[config.mk]
export PLATFORM = sky130hd
export DESIGN_NAME = pd_seq_top
export DESIGN_NICKNAME = d
export VERILOG_FILES = /design/src/rtl/pd_seq_pkg.sv /design/src/rtl/pd_seq_ctrl.sv /design/src/rtl/pd_seq_gate.sv /design/src/rtl/pd_seq_top.sv
export SDC_FILE = /design/constraint.sdc
export NUM_CORES = 1
export LEC_CHECK = 0
export ABC_AREA = 0
export BUFFER_PORTS_ARGS = -buffer_cell sky130_fd_sc_hd__buf_2
export CAP_MARGIN = 25
export CORE_AREA = 2 2 42 63
export DETAILED_ROUTE_END_ITERATION = 10
export DIE_AREA = 0 0 44 65
export GPL_TIMING_DRIVEN = 0
export SLEW_MARGIN = 30
export SYNTH_ARGS = -nofsm -noshare
export SYNTH_HDL_FRONTEND = slang
export SYNTH_SLANG_ARGS = --single-unit
[constraint.sdc]
create_clock -name clk -period 1.5 [get_ports clk]
set_clock_uncertainty 0.1 [all_clocks]
set_input_delay 0.15 -clock clk [delete_from_list [all_inputs] [get_ports clk]]
set_output_delay 0.15 -clock clk [all_outputs]
set_load 0.01 [all_outputs]
[src/rtl/pd_seq_pkg.sv]
package pd_seq_pkg;
  localparam int DIFF_LANES = 4;
  localparam int LANE_CPU = 0;
  localparam int LANE_SRC = 1;
  localparam int LANE_DOT = 2;
  localparam int LANE_SEL = 3;

  typedef enum logic [2:0] {
    ST_WAITPG = 3'd0,
    ST_RELOCK = 3'd1,
    ST_RUN    = 3'd2,
    ST_PARK   = 3'd3,
    ST_OFF    = 3'd4
  } seqState_t;

  typedef struct packed {
    logic parkReq;
    logic forcePark;
    logic releaseAll;
  } gateCtl_t;
endpackage

[src/rtl/pd_seq_ctrl.sv]
module pd_seq_ctrl
  import pd_seq_pkg::*;
#(
  parameter int PARK_LIMIT  = 4,
  parameter int SYNC_STAGES = 2
) (
  input  logic     clk,
  input  logic     rstN,
  input  logic     pwrPin,
  input  logic     pllLock,
  input  logic     allParked,
  output gateCtl_t ctl,
  output logic     oscOff,
  output logic     armed
);
  localparam int CNT_W = $clog2(PARK_LIMIT + 1);

  logic [SYNC_STAGES-1:0] syncQ;
  logic                   pinSync;
  logic                   pinPrev;
  logic                   confirmed;
  seqState_t              state, stateNext;
  logic [CNT_W-1:0]       parkCnt;

  // synchronizer resets to "supply not good"
  always_ff @(posedge clk or negedge rstN) begin
    if (!rstN) begin
      syncQ   <= '1;
      pinPrev <= 1'b0;
    end else begin
      syncQ   <= {syncQ[SYNC_STAGES-2:0], pwrPin};
      pinPrev <= syncQ[SYNC_STAGES-1];
    end
  end

  assign pinSync   = syncQ[SYNC_STAGES-1];
  assign confirmed = pinSync && pinPrev;

  always_comb begin
    stateNext = state;
    unique case (state)
      ST_WAITPG: if (!pinSync) stateNext = ST_RELOCK;
      ST_RELOCK: begin
        if (confirmed)    stateNext = ST_PARK;
        else if (pllLock) stateNext = ST_RUN;
      end
      ST_RUN:    if (confirmed) stateNext = ST_PARK;
      ST_PARK:   if (allParked) stateNext = ST_OFF;
      ST_OFF:    if (!pinSync)  stateNext = ST_RELOCK;
      default:   stateNext = ST_WAITPG;
    endcase
  end

  always_ff @(posedge clk or negedge rstN) begin
    if (!rstN) begin
      state   <= ST_WAITPG;
      parkCnt <= '0;
    end else begin
      state <= stateNext;
      if (state != ST_PARK) parkCnt <= '0;
      else if (parkCnt != CNT_W'(PARK_LIMIT)) parkCnt <= parkCnt + 1'b1;
    end
  end

  always_comb begin
    ctl.parkReq    = (state == ST_PARK);
    ctl.forcePark  = (state == ST_PARK) && (parkCnt == CNT_W'(PARK_LIMIT - 1));
    ctl.releaseAll = (state == ST_RELOCK) && pllLock && !confirmed;
  end

  assign oscOff = (state == ST_OFF) && pinSync;
  assign armed  = (state != ST_WAITPG);
endmodule

[src/rtl/pd_seq_gate.sv]
module pd_seq_gate
  import pd_seq_pkg::*;
#(
  parameter int NUM_SE = 3
) (
  input  logic                  clk,
  input  logic                  rstN,
  input  gateCtl_t              ctl,
  input  logic [NUM_SE-1:0]     seRaw,
  input  logic [DIFF_LANES-1:0] diffRaw,
  input  logic [DIFF_LANES-1:0] laneMode,
  output logic [NUM_SE-1:0]     seOut,
  output logic [DIFF_LANES-1:0] diffT,
  output logic [DIFF_LANES-1:0] diffTOe,
  output logic [DIFF_LANES-1:0] diffC,
  output logic [DIFF_LANES-1:0] diffCOe,
  output logic                  allParked
);
  logic [NUM_SE-1:0]     seParked;
  logic [DIFF_LANES-1:0] diffParked;

  for (genvar i = 0; i < NUM_SE; i++) begin : g_se
    always_ff @(posedge clk or negedge rstN) begin
      if (!rstN)                 seParked[i] <= 1'b1;
      else if (ctl.releaseAll)   seParked[i] <= 1'b0;
      else if (ctl.parkReq && (!seRaw[i] || ctl.forcePark))
                                 seParked[i] <= 1'b1;
    end
    assign seOut[i] = seRaw[i] & ~seParked[i];
  end

  for (genvar j = 0; j < DIFF_LANES; j++) begin : g_diff
    always_ff @(posedge clk or negedge rstN) begin
      if (!rstN)                 diffParked[j] <= 1'b1;
      else if (ctl.releaseAll)   diffParked[j] <= 1'b0;
      else if (ctl.parkReq && (diffRaw[j] || ctl.forcePark))
                                 diffParked[j] <= 1'b1;
    end
    always_comb begin
      if (diffParked[j]) begin
        diffT[j]   = ~laneMode[j];
        diffTOe[j] = ~laneMode[j];
        diffC[j]   = 1'b0;
        diffCOe[j] = 1'b0;
      end else begin
        diffT[j]   = diffRaw[j];
        diffTOe[j] = 1'b1;
        diffC[j]   = ~diffRaw[j];
        diffCOe[j] = 1'b1;
      end
    end
  end

  assign allParked = (&seParked) & (&diffParked);
endmodule

[src/rtl/pd_seq_top.sv]
module pd_seq_top
  import pd_seq_pkg::*;
#(
  parameter int NUM_SE      = 3,
  parameter int PARK_LIMIT  = 4,
  parameter int SYNC_STAGES = 2
) (
  input  logic                  clk,
  input  logic                  rstN,
  input  logic                  pwrPin,
  input  logic                  pllLock,
  input  logic                  sel96,
  input  logic [2:0]            driveMode,
  input  logic [NUM_SE-1:0]     seRaw,
  input  logic [DIFF_LANES-1:0] diffRaw,
  output logic [NUM_SE-1:0]     seOut,
  output logic [DIFF_LANES-1:0] diffT,
  output logic [DIFF_LANES-1:0] diffTOe,
  output logic [DIFF_LANES-1:0] diffC,
  output logic [DIFF_LANES-1:0] diffCOe,
  output logic                  oscOff
);
  gateCtl_t              ctl;
  logic                  allParked;
  logic                  armed;
  logic [DIFF_LANES-1:0] laneMode;

  always_comb begin
    laneMode[LANE_CPU] = driveMode[0];
    laneMode[LANE_SRC] = driveMode[1];
    laneMode[LANE_DOT] = driveMode[2];
    laneMode[LANE_SEL] = sel96 ? driveMode[2] : driveMode[1];
  end

  pd_seq_ctrl #(.PARK_LIMIT(PARK_LIMIT), .SYNC_STAGES(SYNC_STAGES)) u_ctrl (
    .clk(clk), .rstN(rstN), .pwrPin(pwrPin), .pllLock(pllLock),
    .allParked(allParked), .ctl(ctl), .oscOff(oscOff), .armed(armed)
  );

  pd_seq_gate #(.NUM_SE(NUM_SE)) u_gate (
    .clk(clk), .rstN(rstN), .ctl(ctl), .seRaw(seRaw), .diffRaw(diffRaw),
    .laneMode(laneMode), .seOut(seOut), .diffT(diffT), .diffTOe(diffTOe),
    .diffC(diffC), .diffCOe(diffCOe), .allParked(allParked)
  );
endmodule

==> impl_metrics.py, run 1 <==
metrics = {
    "run_status": {
        "status": "finished clean",
    },
    "drt": {
        "via_per_inst": 5.051,
        "firstDrtPassIters": 4,
        "ant_nets": 0,
        "routedWlPerCell_um": 12.43,
        "drt_iter0_drc": 10,
        "drc": 0,
        "via_count": 793,
        "wl_um": 1951,
    },
    "clocking": {
        "cts_buffers": 3,
        "cts_sinks": 16,
        "cts_root_buf": "clkbuf_4",
        "clock_latency_ns": 0.28,
        "cts_tree": "built",
        "htreeDepth": 1,
        "cts_max_path_buffers": 2,
        "clkTransAtPathRegs_ns": 0.10,
    },
    "yosys": {
        "ys_ff_latch": 16,
        "ys_types": 28,
        "synth_top_area_frac": 0.2723,
        "synth_commonest_cells": "a21oi_1, nor2_1, dfstp_2",
        "ys.flop_type": "dfstp_2",
        "ys_seq_area_frac": 0.4741,
        "synthArstFlopShare": 1.000,
        "synth_cells": 93,
        "synth_nets": 111,
        "syn_avg_cell_area_um2": 9.337,
        "synth_enable_flop_cells": 0,
        "yosysTopAreaCell": "dfstp_2",
        "synthMostInstantiatedCell": "a21oi_1",
        "ys.warnings.count": 0,
        "netlist_area_um2": 868.3,
        "netlist_top_cells_area": "dfstp_2, dfrtp_1, a21oi_1",
    },
    "final_layout": {
        "drive_above_1_share": 0.4812,
        "area_growth_pct": 32.42,
        "postLayoutCoreUtil": 0.4857,
        "n_fill_cell": 248,
        "antenna_cells": 0,
        "finalNetCount": 152,
        "finalInstanceArea_mm2": 0.001150,
    },
    "sta": {
        "rsz0062_at_grt": "true",
        "maxSlewViolCount": 0,
        "fin_crit_sh": 0.9625,
        "layout_min_cycle_time_ns": 1.444,
        "fin_tns_setup_ns": 0,
        "worstMarginPinSlew_ns": 0.3608,
        "fmax_mhz": 692.6,
        "finalHoldViolCount": 0,
        "holdWs_ns": 0.07018,
        "finalSetupViolCount": 0,
        "max_slew_margin": 0.7594,
    },
    "grt": {
        "grt_start_max_net_pins": 17,
        "grt_pass1_wl_um": 3153,
        "grt_pass1_vias": 791,
        "antenna_found_initial": 0,
        "grt_usage": 0.1455,
        "gr-total-overflow": 0,
    },
    "setup_path": {
        "critPathKind": "reg -> out",
        "cp_max_fo": 6,
        "arrival_ns": 1.19,
        "end_kind": "output pin",
        "regToRegSetupSlack_ns": 0.14,
        "required_ns": 1.25,
        "cp-start-kind": "flip-flop",
    },
    "die": {
        "core_mm2": 0.002367,
        "initial_core_util": 0.3668,
        "die-area_mm2": 0.002860,
        "ios": 35,
        "die_w_um": 44,
        "rows": 22,
        "die_h_um": 65,
    },
    "run": {
        "maxCapViolCount": 0,
    },
    "pwr": {
        "leakagePower_nw": 0.5911,
        "power_density_mw_per_mm2": 1781,
        "peakVddDrop_v": 0.0006808,
    },
    "placement": {
        "gp_congestion": 0.7426,
        "port_buffers": 34,
        "hpwlAfterDp_um": 1507,
        "placed_cell_area_mm2": 0.001069,
    },
    "min_path": {
        "hold_class": "in -> reg",
    },
}
## layout by cell type (no fill, tap or decap), types with 3 or more instances in the layout
cell / count
clkbuf_4: 3
dfstp_2: 9
dfrtp_1: 5
nand2b_1: 5
nor2_1: 11
buf_2: 34
nor2b_1: 3
a21oi_1: 13
inv_1: 7
a21oi_2: 5
nand2_1: 6
o21ai_0: 4
## per-stage QoR
| stage | total power [mW] | instances | worst slack, ns |
|---|---|---|---|
| final | 2.048 | 157 | 0.05625 |
| after global routing | 2.237 | 157 | -0.003824 |
| after CTS | 2.060 | 157 | 0.009344 |
| after detailed placement | 1.731 | 151 | 0.1139 |
| after global placement | 1.700 | 151 | 0.1163 |
| after floorplan | 1.423 | 93 | 0.2167 |
## power by group
group	internal (mW)	leakage, nW	switching (mW)	total, mW
registers	0.639	0.180	0.175	0.814
logic	0.421	0.390	0.525	0.946
clock network	0.148	0.0210	0.140	0.287
## what timing repair did
item,CTS,global route
hold endpoints to repair,17,0
hold buffers,2,0
endpoints found under the setup margin,1,5
gates resized for setup,3,4
cloned,0,0
setup buffers,1,0
## final timing paths
| path | cells past startpoint | end | from |
|---|---|---|---|
| max | 2 | oscOff | u_ctrl.syncQ[1] |
| min | 4 | u_gate.seParked[2] | seRaw[2] |
| max reg2reg | 4 | u_gate.diffParked[2] | u_ctrl.parkCnt[0] |
| min reg2reg | 0 | u_ctrl.syncQ[1] | u_ctrl.syncQ[0] |
| max in group asynchronous | 2 | u_ctrl.syncQ[0] | rstN |
| min in group asynchronous | 2 | u_ctrl.parkCnt[0] | rstN |
## kinds of logic (layout without fill, tap and decap cells)
group                      Yosys count  in the layout  share of synthesized area
and+or+nand+nor                     36             36                     0.2133
AOI/OAI and AO/OA                   25             25                     0.1744
DFF                                 16             16                     0.4741
buffers and inverters                9             49                    0.04899
adders and majority gates            3              3                    0.04323
muxes                                3              3                    0.03602
xor gates and xnor gates             1              1                    0.01009
## per-layer routing
| metal | vias up | GRT usage | wire length [um] |
|---|---|---|---|
| li1 | 394 | - | - |
| met1 | 369 | 0.1461 | 715 |
| met2 | 28 | 0.2794 | 1075 |
| met3 | 2 | 0.01671 | 145 |
| met4 | 0 | 0.06818 | 15 |
| met5 | - | 0 | 0 |
## worst max-delay path, stage by stage (launching register included)
cell	delay [ns]
dfstp_2	0.60
and3_4	0.19
buf_2	0.12
## registers in the layout, indices dropped and copies added, names as in the netlist
name	cells
u_ctrl.parkCnt	3
u_ctrl.pinPrev	1
u_ctrl.state	3
u_ctrl.syncQ	2
u_gate.diffParked	4
u_gate.seParked	3
## cell type report
type / count / area, um^2 / area share
Buffer: 1 / 11.26 / 0.009793
Clock buffer: 4 / 36.28 / 0.03156
Inverter: 7 / 26.28 / 0.02285
Multi-Input combinational cell: 68 / 434.2 / 0.3776
Sequential cell: 16 / 414.1 / 0.3602
Tap cell: 24 / 30.03 / 0.02612
Timing Repair Buffer: 37 / 197.7 / 0.1719
Note: power is estimated with default switching activity, not from simulation.
==> run 2: changes to the inputs <==
- CORE_AREA: 2 2 42 63 -> 2 2 47 71
- DIE_AREA: 0 0 44 65 -> 0 0 49 73
==> run 2 against run 1 <==
Routed wire length is 6.2% lower. Hold slack improved by 0.042 ns. Worst setup slack worse by 0.0054 ns. Clock power is 33% higher. Via count fell by 3.8%. Sequential share of layout area fell by 0.72 points. Cell count up 9.6%. Largest power group unchanged. Combinational power fell by 5.6%. Total power grew 2.4%. Sequential power is 1% higher.
==> impl_metrics.py, run 2 (same netlist as run 1, synthesis figures left out) <==
metrics = {
    "placement": {
        "dpl.cell_count": 167,
        "hpwlAfterDp_um": 1465,
        "placed_cell_area_mm2": 0.001089,
        "gp_congestion": 0.7106,
        "port_buffers": 34,
        "pre_cts_ws_ns": 0.09910,
    },
    "clocking": {
        "htreeDepth": 1,
        "cts_tree": "built",
        "clock_latency_ns": 0.25,
        "cts_max_path_buffers": 2,
        "cts_sinks": 16,
        "cts_buffers": 3,
        "clkTransAtPathRegs_ns": 0.06,
        "cts_root_buf": "clkbuf_8",
        "post_cts_buffers": 0,
    },
    "pwr": {
        "leakagePower_nw": 0.5965,
        "swShare": 0.3929,
        "p_sw_mw": 0.8238,
        "peakVddDrop_v": 0.0005924,
        "seq_power_share": 0.392,
        "pwr-share-comb": 0.426,
        "report.power.total_mw": 2.097,
        "clock_power_share": 0.182,
        "intPower_mw": 1.273,
        "power_density_mw_per_mm2": 1792,
    },
    "min_path": {
        "whs_path_depth": 4,
        "holdCritStartpoint": "seRaw[0]",
        "hold_path_end": "u_gate.seParked[0]",
        "hold_class": "in -> reg",
    },
    "final_layout": {
        "stdcell_count": 172,
        "layout.cells.most_common": "buf_2",
        "area_growth_pct": 34.73,
        "top_register": "u_gate.diffParked",
        "n_fill_cell": 322,
        "finalNetCount": 151,
        "largest_reg_flops": 4,
        "drive_above_1_share": 0.4545,
        "layout_common_cells": "buf_2, a21oi_1, nor2_1",
        "finalInstanceArea_mm2": 0.001170,
        "antenna_cells": 0,
        "postLayoutCoreUtil": 0.3856,
    },
    "die": {
        "die_w_um": 49,
        "core_mm2": 0.003034,
        "die-area_mm2": 0.003577,
        "rows": 25,
        "ios": 35,
        "die_h_um": 73,
        "initial_core_util": 0.2862,
    },
    "setup_path": {
        "regToRegSetupSlack_ns": 0.11,
        "worst_r2r_path_depth": 4,
        "crit_chain": "nor2_4, and3_1, buf_2",
        "end_kind": "output pin",
        "required_ns": 1.25,
        "cp-start-kind": "flip-flop",
        "arrival_ns": 1.20,
        "cp_max_fo": 7,
        "r2r_end": "u_ctrl.state[0]",
        "critPathKind": "reg -> out",
        "worst_path_largest_cell_delay_ns": 0.47,
        "crit_path_top_delay_cell": "dfrtp_2",
        "r2r_start": "u_gate.diffParked[2]",
        "worstSetupStartpoint": "u_ctrl.state[1]",
    },
    "drt": {
        "ant_nets": 0,
        "firstDrtPassIters": 4,
        "via_count": 763,
        "routedWlPerCell_um": 10.64,
        "via_per_inst": 4.436,
        "drt_iter0_drc": 20,
        "wl_um": 1830,
        "drc": 0,
    },
    "sta": {
        "finalSetupViolCount": 0,
        "fin_crit_sh": 0.9661,
        "max_slew_margin": 0.7594,
        "holdWs_ns": 0.1126,
        "fmax_mhz": 690.1,
        "finalHoldViolCount": 0,
        "fin_tns_setup_ns": 0,
        "rsz0062_at_grt": "true",
        "layout_min_cycle_time_ns": 1.449,
        "setup_ws_ns": 0.05089,
        "maxSlewViolCount": 0,
        "worstMarginPinSlew_ns": 0.3609,
    },
    "grt": {
        "grt_pass1_wl_um": 3139,
        "grt_pass1_vias": 761,
        "grt_usage": 0.1144,
        "grt_start_max_net_pins": 17,
        "gr-total-overflow": 0,
        "antenna_found_initial": 0,
    },
    "run_status": {
        "status": "finished clean",
    },
    "run": {
        "maxCapViolCount": 0,
    },
}
run 2: cell types whose count changed in the layout (fill, tap and decap cells not counted), sizes merged:
| cell | change |
|---|---|
| buf | -1 |
run 2: worst max path at each step:
| stage | end | slack (ns) | depth (start not counted) |
|---|---|---|---|
| after floorplan | u_gate.seParked[0] | 0.22 | 5 |
| after global placement | u_gate.seParked[1] | 0.13 | 5 |
| after detailed placement | u_ctrl.state[0] | 0.1 | 4 |
| after CTS | oscOff | 0.003 | 3 |
| after global routing | oscOff | -0.004 | 3 |
| final | oscOff | 0.05 | 3 |
run 2: final cells by class:
cell class	count	area, um^2	share of cell area
sequential	16	412.9	0.3529
multi-input combinational	68	424.2	0.3626
inverter	7	26.28	0.02246
clock buffer	4	55.05	0.04706
tap	40	50.05	0.04278
buffer	1	11.26	0.009626
timing repair buffer	36	190.2	0.1626
run 2: power groups by stage:
stage	sequential, mW	clock [mW]	combinational (mW)
final	0.823	0.381	0.893
after CTS	0.822	0.396	0.908
after floorplan	0.758	0	0.665
after global placement	0.786	0	0.905
after global routing	0.846	0.412	1.04
after detailed placement	0.793	0	0.924
run 2: repair_timing:
item	CTS	global route
setup endpoints to repair	1	2
hold buffers	2	0
pin swaps	0	0
gates resized for setup	2	2
endpoints found under the hold margin	8	0
run 2: critical path: cells and delay by family, from the launching register on:
kind,cells,cell delay [ns]
simple gates,2,0.33
flops,1,0.47
buf+inv,1,0.14
run 2: per-layer routing:
layer	routed length, um	up-vias	track usage
met5	0	-	0
met4	44	0	0.06667
met3	137	4	0.02254
met2	897	36	0.2116
met1	750	330	0.1190
li1	-	393	-
